## config.mk

```make
export PLATFORM = sky130hd
export DESIGN_NAME = tagged_addsub
export DESIGN_NICKNAME = d
export VERILOG_FILES = /design/src/rtl/tagalu_pkg.sv /design/src/rtl/tagalu_flaggen.sv /design/src/rtl/tagalu_dpath.sv /design/src/rtl/tagalu_ctrl.sv /design/src/rtl/tagged_addsub.sv
export SDC_FILE = /design/constraint.sdc
export NUM_CORES = 1
export LEC_CHECK = 0
export BUFFER_PORTS_ARGS = -buffer_cell sky130_fd_sc_hd__buf_2
export CORE_ASPECT_RATIO = 2
export CORE_MARGIN = 5
export CORE_UTILIZATION = 49
export DETAILED_ROUTE_END_ITERATION = 6
export MAX_ROUTING_LAYER = met4
export PLACE_DENSITY = 0.85
export SYNTH_ARGS = -nofsm -noshare
export SYNTH_HDL_FRONTEND = slang
export SYNTH_SLANG_ARGS = --single-unit
```

## constraint.sdc

```tcl
create_clock -name vclk -period 11.4
set_input_delay 1.14 -clock vclk [all_inputs]
set_output_delay 1.14 -clock vclk [all_outputs]
set_load 0.05 [all_outputs]
```

## src/rtl/tagalu_pkg.sv

```systemverilog
package tagalu_pkg;
  // flag nibble layout
  localparam int FLAG_N = 3;
  localparam int FLAG_Z = 2;
  localparam int FLAG_V = 1;
  localparam int FLAG_C = 0;

  // strobes from control to datapath
  typedef struct packed {
    logic invertB;   // feed ~opB into the adder
    logic carryIn;   // adder carry in
    logic borrowC;   // report C as borrow
  } aluStrobe_t;
endpackage

```

## src/rtl/tagalu_flaggen.sv

```systemverilog
module tagalu_flaggen #(
  parameter int LANE_W = 32
) (
  input  logic [LANE_W-1:0] laneSum,
  input  logic              aMsb,
  input  logic              bEffMsb,
  input  logic              carryOut,
  input  logic              borrowMode,
  output logic [3:0]        flags
);
  import tagalu_pkg::*;

  logic signMatch;
  logic signFlip;

  always_comb begin
    signMatch = (aMsb == bEffMsb);
    signFlip  = (laneSum[LANE_W-1] != aMsb);
    flags         = '0;
    flags[FLAG_N] = laneSum[LANE_W-1];
    flags[FLAG_Z] = (laneSum == '0);
    flags[FLAG_V] = signMatch & signFlip;
    flags[FLAG_C] = carryOut ^ borrowMode;
  end
endmodule

```

## src/rtl/tagalu_dpath.sv

```systemverilog
module tagalu_dpath #(
  parameter int DATA_W = 64,
  parameter int WORD_W = 32,
  parameter int TAG_W  = 2
) (
  input  logic [DATA_W-1:0]      opA,
  input  logic [DATA_W-1:0]      opB,
  input  tagalu_pkg::aluStrobe_t strobe,
  output logic [DATA_W-1:0]      sum,
  output logic [3:0]             rawWordFlags,
  output logic [3:0]             rawLongFlags,
  output logic                   tagDirty
);
  localparam int HIGH_W = DATA_W - WORD_W;

  logic [DATA_W-1:0] bEff;
  logic [WORD_W:0]   lowSum;
  logic [HIGH_W:0]   highSum;
  logic              carryLow;
  logic              carryHigh;

  always_comb begin
    bEff     = strobe.invertB ? ~opB : opB;
    lowSum   = {1'b0, opA[WORD_W-1:0]} + {1'b0, bEff[WORD_W-1:0]}
               + {{WORD_W{1'b0}}, strobe.carryIn};
    carryLow = lowSum[WORD_W];
    highSum  = {1'b0, opA[DATA_W-1:WORD_W]} + {1'b0, bEff[DATA_W-1:WORD_W]}
               + {{HIGH_W{1'b0}}, carryLow};
    carryHigh = highSum[HIGH_W];
    sum      = {highSum[HIGH_W-1:0], lowSum[WORD_W-1:0]};
    tagDirty = (opA[TAG_W-1:0] != '0) | (opB[TAG_W-1:0] != '0);
  end

  // one flag generator per lane width: 0 = word, 1 = long
  for (genvar laneIdx = 0; laneIdx < 2; laneIdx++) begin : g_lane
    localparam int LW = (laneIdx == 0) ? WORD_W : DATA_W;
    logic [3:0] laneFlags;
    tagalu_flaggen #(.LANE_W(LW)) u_flags (
      .laneSum    (sum[LW-1:0]),
      .aMsb       (opA[LW-1]),
      .bEffMsb    (bEff[LW-1]),
      .carryOut   ((laneIdx == 0) ? carryLow : carryHigh),
      .borrowMode (strobe.borrowC),
      .flags      (laneFlags)
    );
    if (laneIdx == 0) begin : g_word
      assign rawWordFlags = laneFlags;
    end else begin : g_long
      assign rawLongFlags = laneFlags;
    end
  end
endmodule

```

## src/rtl/tagalu_ctrl.sv

```systemverilog
module tagalu_ctrl (
  input  logic                   doSub,
  input  logic                   trapOnTag,
  input  logic                   rawWordV,
  input  logic                   tagDirty,
  output tagalu_pkg::aluStrobe_t strobe,
  output logic                   tagOverflow,
  output logic                   tagFault,
  output logic                   wbInhibit
);
  always_comb begin
    strobe.invertB = doSub;
    strobe.carryIn = doSub;
    strobe.borrowC = doSub;
    tagOverflow    = rawWordV | tagDirty;
    tagFault       = trapOnTag & tagOverflow;
    wbInhibit      = tagFault;
  end
endmodule

```

## src/rtl/tagged_addsub.sv

```systemverilog
module tagged_addsub #(
  parameter int DATA_W = 64,
  parameter int WORD_W = 32,
  parameter int TAG_W  = 2
) (
  input  logic [DATA_W-1:0] opA,
  input  logic [DATA_W-1:0] opB,
  input  logic              doSub,
  input  logic              trapOnTag,
  output logic [DATA_W-1:0] result,
  output logic [3:0]        wordFlags,
  output logic [3:0]        longFlags,
  output logic              tagFault,
  output logic              wbInhibit
);
  import tagalu_pkg::*;

  aluStrobe_t strobe;
  logic [3:0] rawWordFlags;
  logic       tagDirty;
  logic       tagOverflow;

  tagalu_ctrl u_ctrl (
    .doSub       (doSub),
    .trapOnTag   (trapOnTag),
    .rawWordV    (rawWordFlags[FLAG_V]),
    .tagDirty    (tagDirty),
    .strobe      (strobe),
    .tagOverflow (tagOverflow),
    .tagFault    (tagFault),
    .wbInhibit   (wbInhibit)
  );

  tagalu_dpath #(.DATA_W(DATA_W), .WORD_W(WORD_W), .TAG_W(TAG_W)) u_dpath (
    .opA          (opA),
    .opB          (opB),
    .strobe       (strobe),
    .sum          (result),
    .rawWordFlags (rawWordFlags),
    .rawLongFlags (longFlags),
    .tagDirty     (tagDirty)
  );

  always_comb begin
    wordFlags         = rawWordFlags;
    wordFlags[FLAG_V] = tagOverflow;
  end
endmodule

```

# Word level (Yosys, flattened, before mapping)
# Cells that the tools add are included.
# Widths: inputs -> output; s select.
# op_classes
n_addsub,4
eq_ne,4
n_mux,1
bitwise_logic,8
n_reduce_logical,4
# ops
op,count
$add 32x32->33,2
$add 33x1->33,2
$logic_not 64->1,1
$mux 64,1
$not 64->64,1
$logic_not 32->1,1
$reduce_bool 2->1,2
$and 1x1->1,3
$eq 1x1->1,2
$ne 1x1->1,2
$or 1x1->1,2
$xor 1x1->1,2
# word_totals
register_bits,0
output_inout_bits,74
wordCells,21

# Longest topological paths before layout
# depth
word_depth,8
depth_mapped,27

# Modules after synthesis
# Synthesis repeated with hierarchy kept, for this count alone.
# hier_totals
cells_unflattened,658
hier_area_um2,4833.4
# modules_own_cells
module,instances,cells_per_inst,area_per_inst_um2,seq_area_each_um2
tagalu_dpath,1,607,4475.5,0.0
tagalu_flaggen at u_dpath.g_lane[1].u_flags,1,27,195.2,0.0
tagalu_flaggen at u_dpath.g_lane[0].u_flags,1,17,111.4,0.0
tagalu_ctrl,1,6,43.8,0.0
tagged_addsub,1,1,7.5,0.0

# Least setup slack after synthesis
# OpenSTA, ideal clock, no wires.
# synth_path
path_kind,input -> output
start,in doSub
end,out longFlags[2]
arrival_ps,8223
required_time_ps,10260
setup_slack_ps,2037
stages,26
n_path_buf,2
cell_sequence,clkbuf_1 > clkbuf_1 > xor2_1 > fa_1 > a211oi_1 > nor2_1 > o211ai_1 > a2111oi_0 > o41ai_1 > o21ai_1 > o21ai_1 > nand2b_1 > a21o_1 > a21oi_1 > fa_1 > nor2b_4 > o31a_1 > o21ai_2 > xnor2_1 > or4_1 > a2111o_1 > a211oi_2 > nand4b_1 > or4_1 > nor4_1 > and4bb_1
# synth_via
elab_chain_cells,5
# synth_lines
element,line,text
from (decl),tagged_addsub.sv:8,"input logic doSub,"
$mux 64,tagalu_dpath.sv:23,bEff = strobe.invertB ? ~opB : opB;
$add 32x32->33,tagalu_dpath.sv:24,"lowSum = {1'b0, opA[WORD_W-1:0]} + {1'b0, bEff[WORD_W-1:0]}"
$add 33x1->33,tagalu_dpath.sv:25,"+ {{WORD_W{1'b0}}, strobe.carryIn};"
$add 33x1->33 *,tagalu_dpath.sv:28,"+ {{HIGH_W{1'b0}}, carryLow};"
named net result[38],tagged_addsub.sv:10,"output logic [DATA_W-1:0] result,"
$logic_not 64->1 *,tagalu_flaggen.sv:21,flags[FLAG_Z] = (laneSum == '0);
to (decl),tagged_addsub.sv:12,"output logic [3:0] longFlags,"
# The timed path passes the listed nets; every way through them passes the cells marked *.

# Worst setup path after layout
# layout_path
start,in doSub
end,out longFlags[2]
# layout_via
elab_chain_cells,5
# layout_lines
element,line
$mux 64,tagalu_dpath.sv:23
$add 32x32->33,tagalu_dpath.sv:24
$add 33x1->33,tagalu_dpath.sv:25
$add 33x1->33,tagalu_dpath.sv:28
$logic_not 64->1 *,tagalu_flaggen.sv:21
# Every way passes the cells marked *; elsewhere a longest branch is shown, timed or not.

==> impl_metrics.toml <==
[run_status]
status = "finished, final reports clean"

[sta]
setup-tns-final_ps = 0
holdWs_ps = 2690
slew_violations = 0
tightestPinTransition_ps = 783
min_period_over_period_pct = 86.1
max_freq_mhz = 102
final-hold-violation-count = 0
period_needed_ps = 9810
slew_headroom_pct = 47.8
grt_setup_unrepaired = "no"
layout_setup_ws_ps = 1590
finalSetupViolations = 0

[drt]
viasPerCell = 6.05
ant_nets = 0
via_count = 5030
firstDrtPassIters = 5
post_drt_wl_per_cell_um = 18.8
drt_first_iter_violations = 220
drc_errors = 0
routed_wl_mm = 15.6

[critical_path]
worstPathRequired_ps = 10260
slowest_delay_ps = 590
cp-end-kind = "primary output"
crit_top_cell = "a21o_1"
worstSetupPathType = "in2out"
critPathSlowestCell = "o41ai_1"
cp-start-kind = "input pin"
crit_arrival_ps = 8670
path_max_fanout = 49

[placed_design]
dp_hpwl_mm = 13.7
dpl_cell_area_um2 = 5050
place.gp.congestion = 1.02
place_ws_ps = 1590
place_inst = 832
io_buffer_count = 204

[cts]
post_cts_resized = 0
hold_buffers = 0
post_cts_buffers = 0

[yosys]
yosys.area.top_type = "ha_1"
synthCells = 549
yosysUniqueCellTypes = 60
ys_seq_area_share_pct = 0
ys_warn_count = 0
synth_xor_xnor_area_share_pct = 26.1
synth_fa_ha_area_share_pct = 20.5
synth_top_area_share_pct = 19.5
synth_top_family_by_area = "compound AO/OA/AOI/OAI gates"
synth_area_per_cell_um2 = 7.26
yosys.area_share.simple_pct = 17.4
synth_fp_nets = 743
synth_compound_area_share_pct = 30.2
synth_mux_area_share_pct = 1.32
netlist_area_um2 = 3990
netlist_top_cells_area = "ha_1 (19%), xor2_1 (17%), xnor2_1 (8.8%), a21oi_1 (7.0%), a21o_1 (4.1%)"

[cells_and_area]
clkbuf_count = 0
regArea_um2 = 0
seq_cells = 0
final_cell_count_no_fill = 832
areaGrowthSynthToFinish_pct = 26.8
stdcell_area_um2 = 5050
final_layout_size_suffix_gt1_share_pct = 29.5
diodes = 0
fin_util_pct = 63.6
nNetsFinal = 932

[floorplan]
die_y_um = 138
initial_core_util_pct = 50.2
coreArea_um2 = 7940
core.rowCount = 46
dieArea_um2 = 10100
io_pins = 204
die_x_um = 73.8

[global_routing]
overflow = 0
track_usage_pct = 30.3
antenna_found_initial = 0
grt_pass1_vias = 5118
grt_max_degree = 50
grt_pass1_wl_mm = 23.7

[power_and_ir_drop]
p_leak_nw = 2.59
power_density_nw_per_um2 = 150
ir_drop_v = 0.0000974
finalPower_mw = 0.757

[flow_run]
maxCapViolCount = 0

[worst_hold_path]
hold_class = "in2out"
-- path summary, 6_finish.rpt --
path    from            to  depth (start not counted)
min   opA[0]     result[0]                          3
max    doSub  longFlags[2]                         26
-- routing by layer --
metal  part of all wire, %  up-vias  track usage, %
met2                    56      290            59.8
li1                      -     2393               -
met1                    32     2287            26.9
met4                   6.1        0            15.7
met3                   6.0       60            2.70
met5                     0        -               -
-- worst max-delay path, delay by kind of cell --
kind            cells  cell delay (ps)
buf+inv             2              840
fa+ha+maj           2              780
compound gates     14             4000
xor+xnor            1              240
simple gates        7             1610
-- cell usage after synthesis (all sizes together), types with 7 or more instances --
cell type / n
o211ai: 8
nor3: 8
nand4: 7
a21oi: 56
o21ai: 33
clkbuf: 13
xor2: 79
ha: 62
nand2: 34
nand2b: 7
and2: 7
nor2: 36
inv: 25
a211oi: 7
a21o: 22
nand3: 9
nor4: 7
xnor2: 40
-- cell families after synthesis --
kind of cell / count (synthesis)
AO/OA/AOI/OAI: 181
multiplexers: 5
XOR/XNOR: 119
AND/OR/NAND/NOR: 137
adder cells (fa/ha/maj): 64
buffers and inverters: 43
-- final cells by class --
cell class / instances / area (um2)
Timing Repair Buffer: 205 / 1030
Fill cell: 746 / 2890
Inverter: 25 / 93.8
Multi-Input combinational cell: 506 / 3810
Tap cell: 96 / 120
-- power by group --
group / switching, mW / internal [mW]
Combinational: 0.546 / 0.211
Clock: 0 / 0
Sequential: 0 / 0
-- cell usage in the layout (no fill, tap or decap), types with 4 or more instances in the layout --
master	count
o21ai_0	21
o21bai_1	6
buf_2	203
ha_1	62
xor2_1	79
nor4_1	7
xnor2_1	40
o21a_1	5
o211ai_1	8
a21oi_1	56
inv_1	25
a221oi_1	4
o21ai_1	11
a211oi_1	6
and2_1	7
nand2_1	34
or4_1	5
or3_1	4
nor2_1	36
a21o_1	22
nor3_1	8
nand2b_1	7
nand3_1	9
nand4_1	7
(Power assumes the default switching activity.)
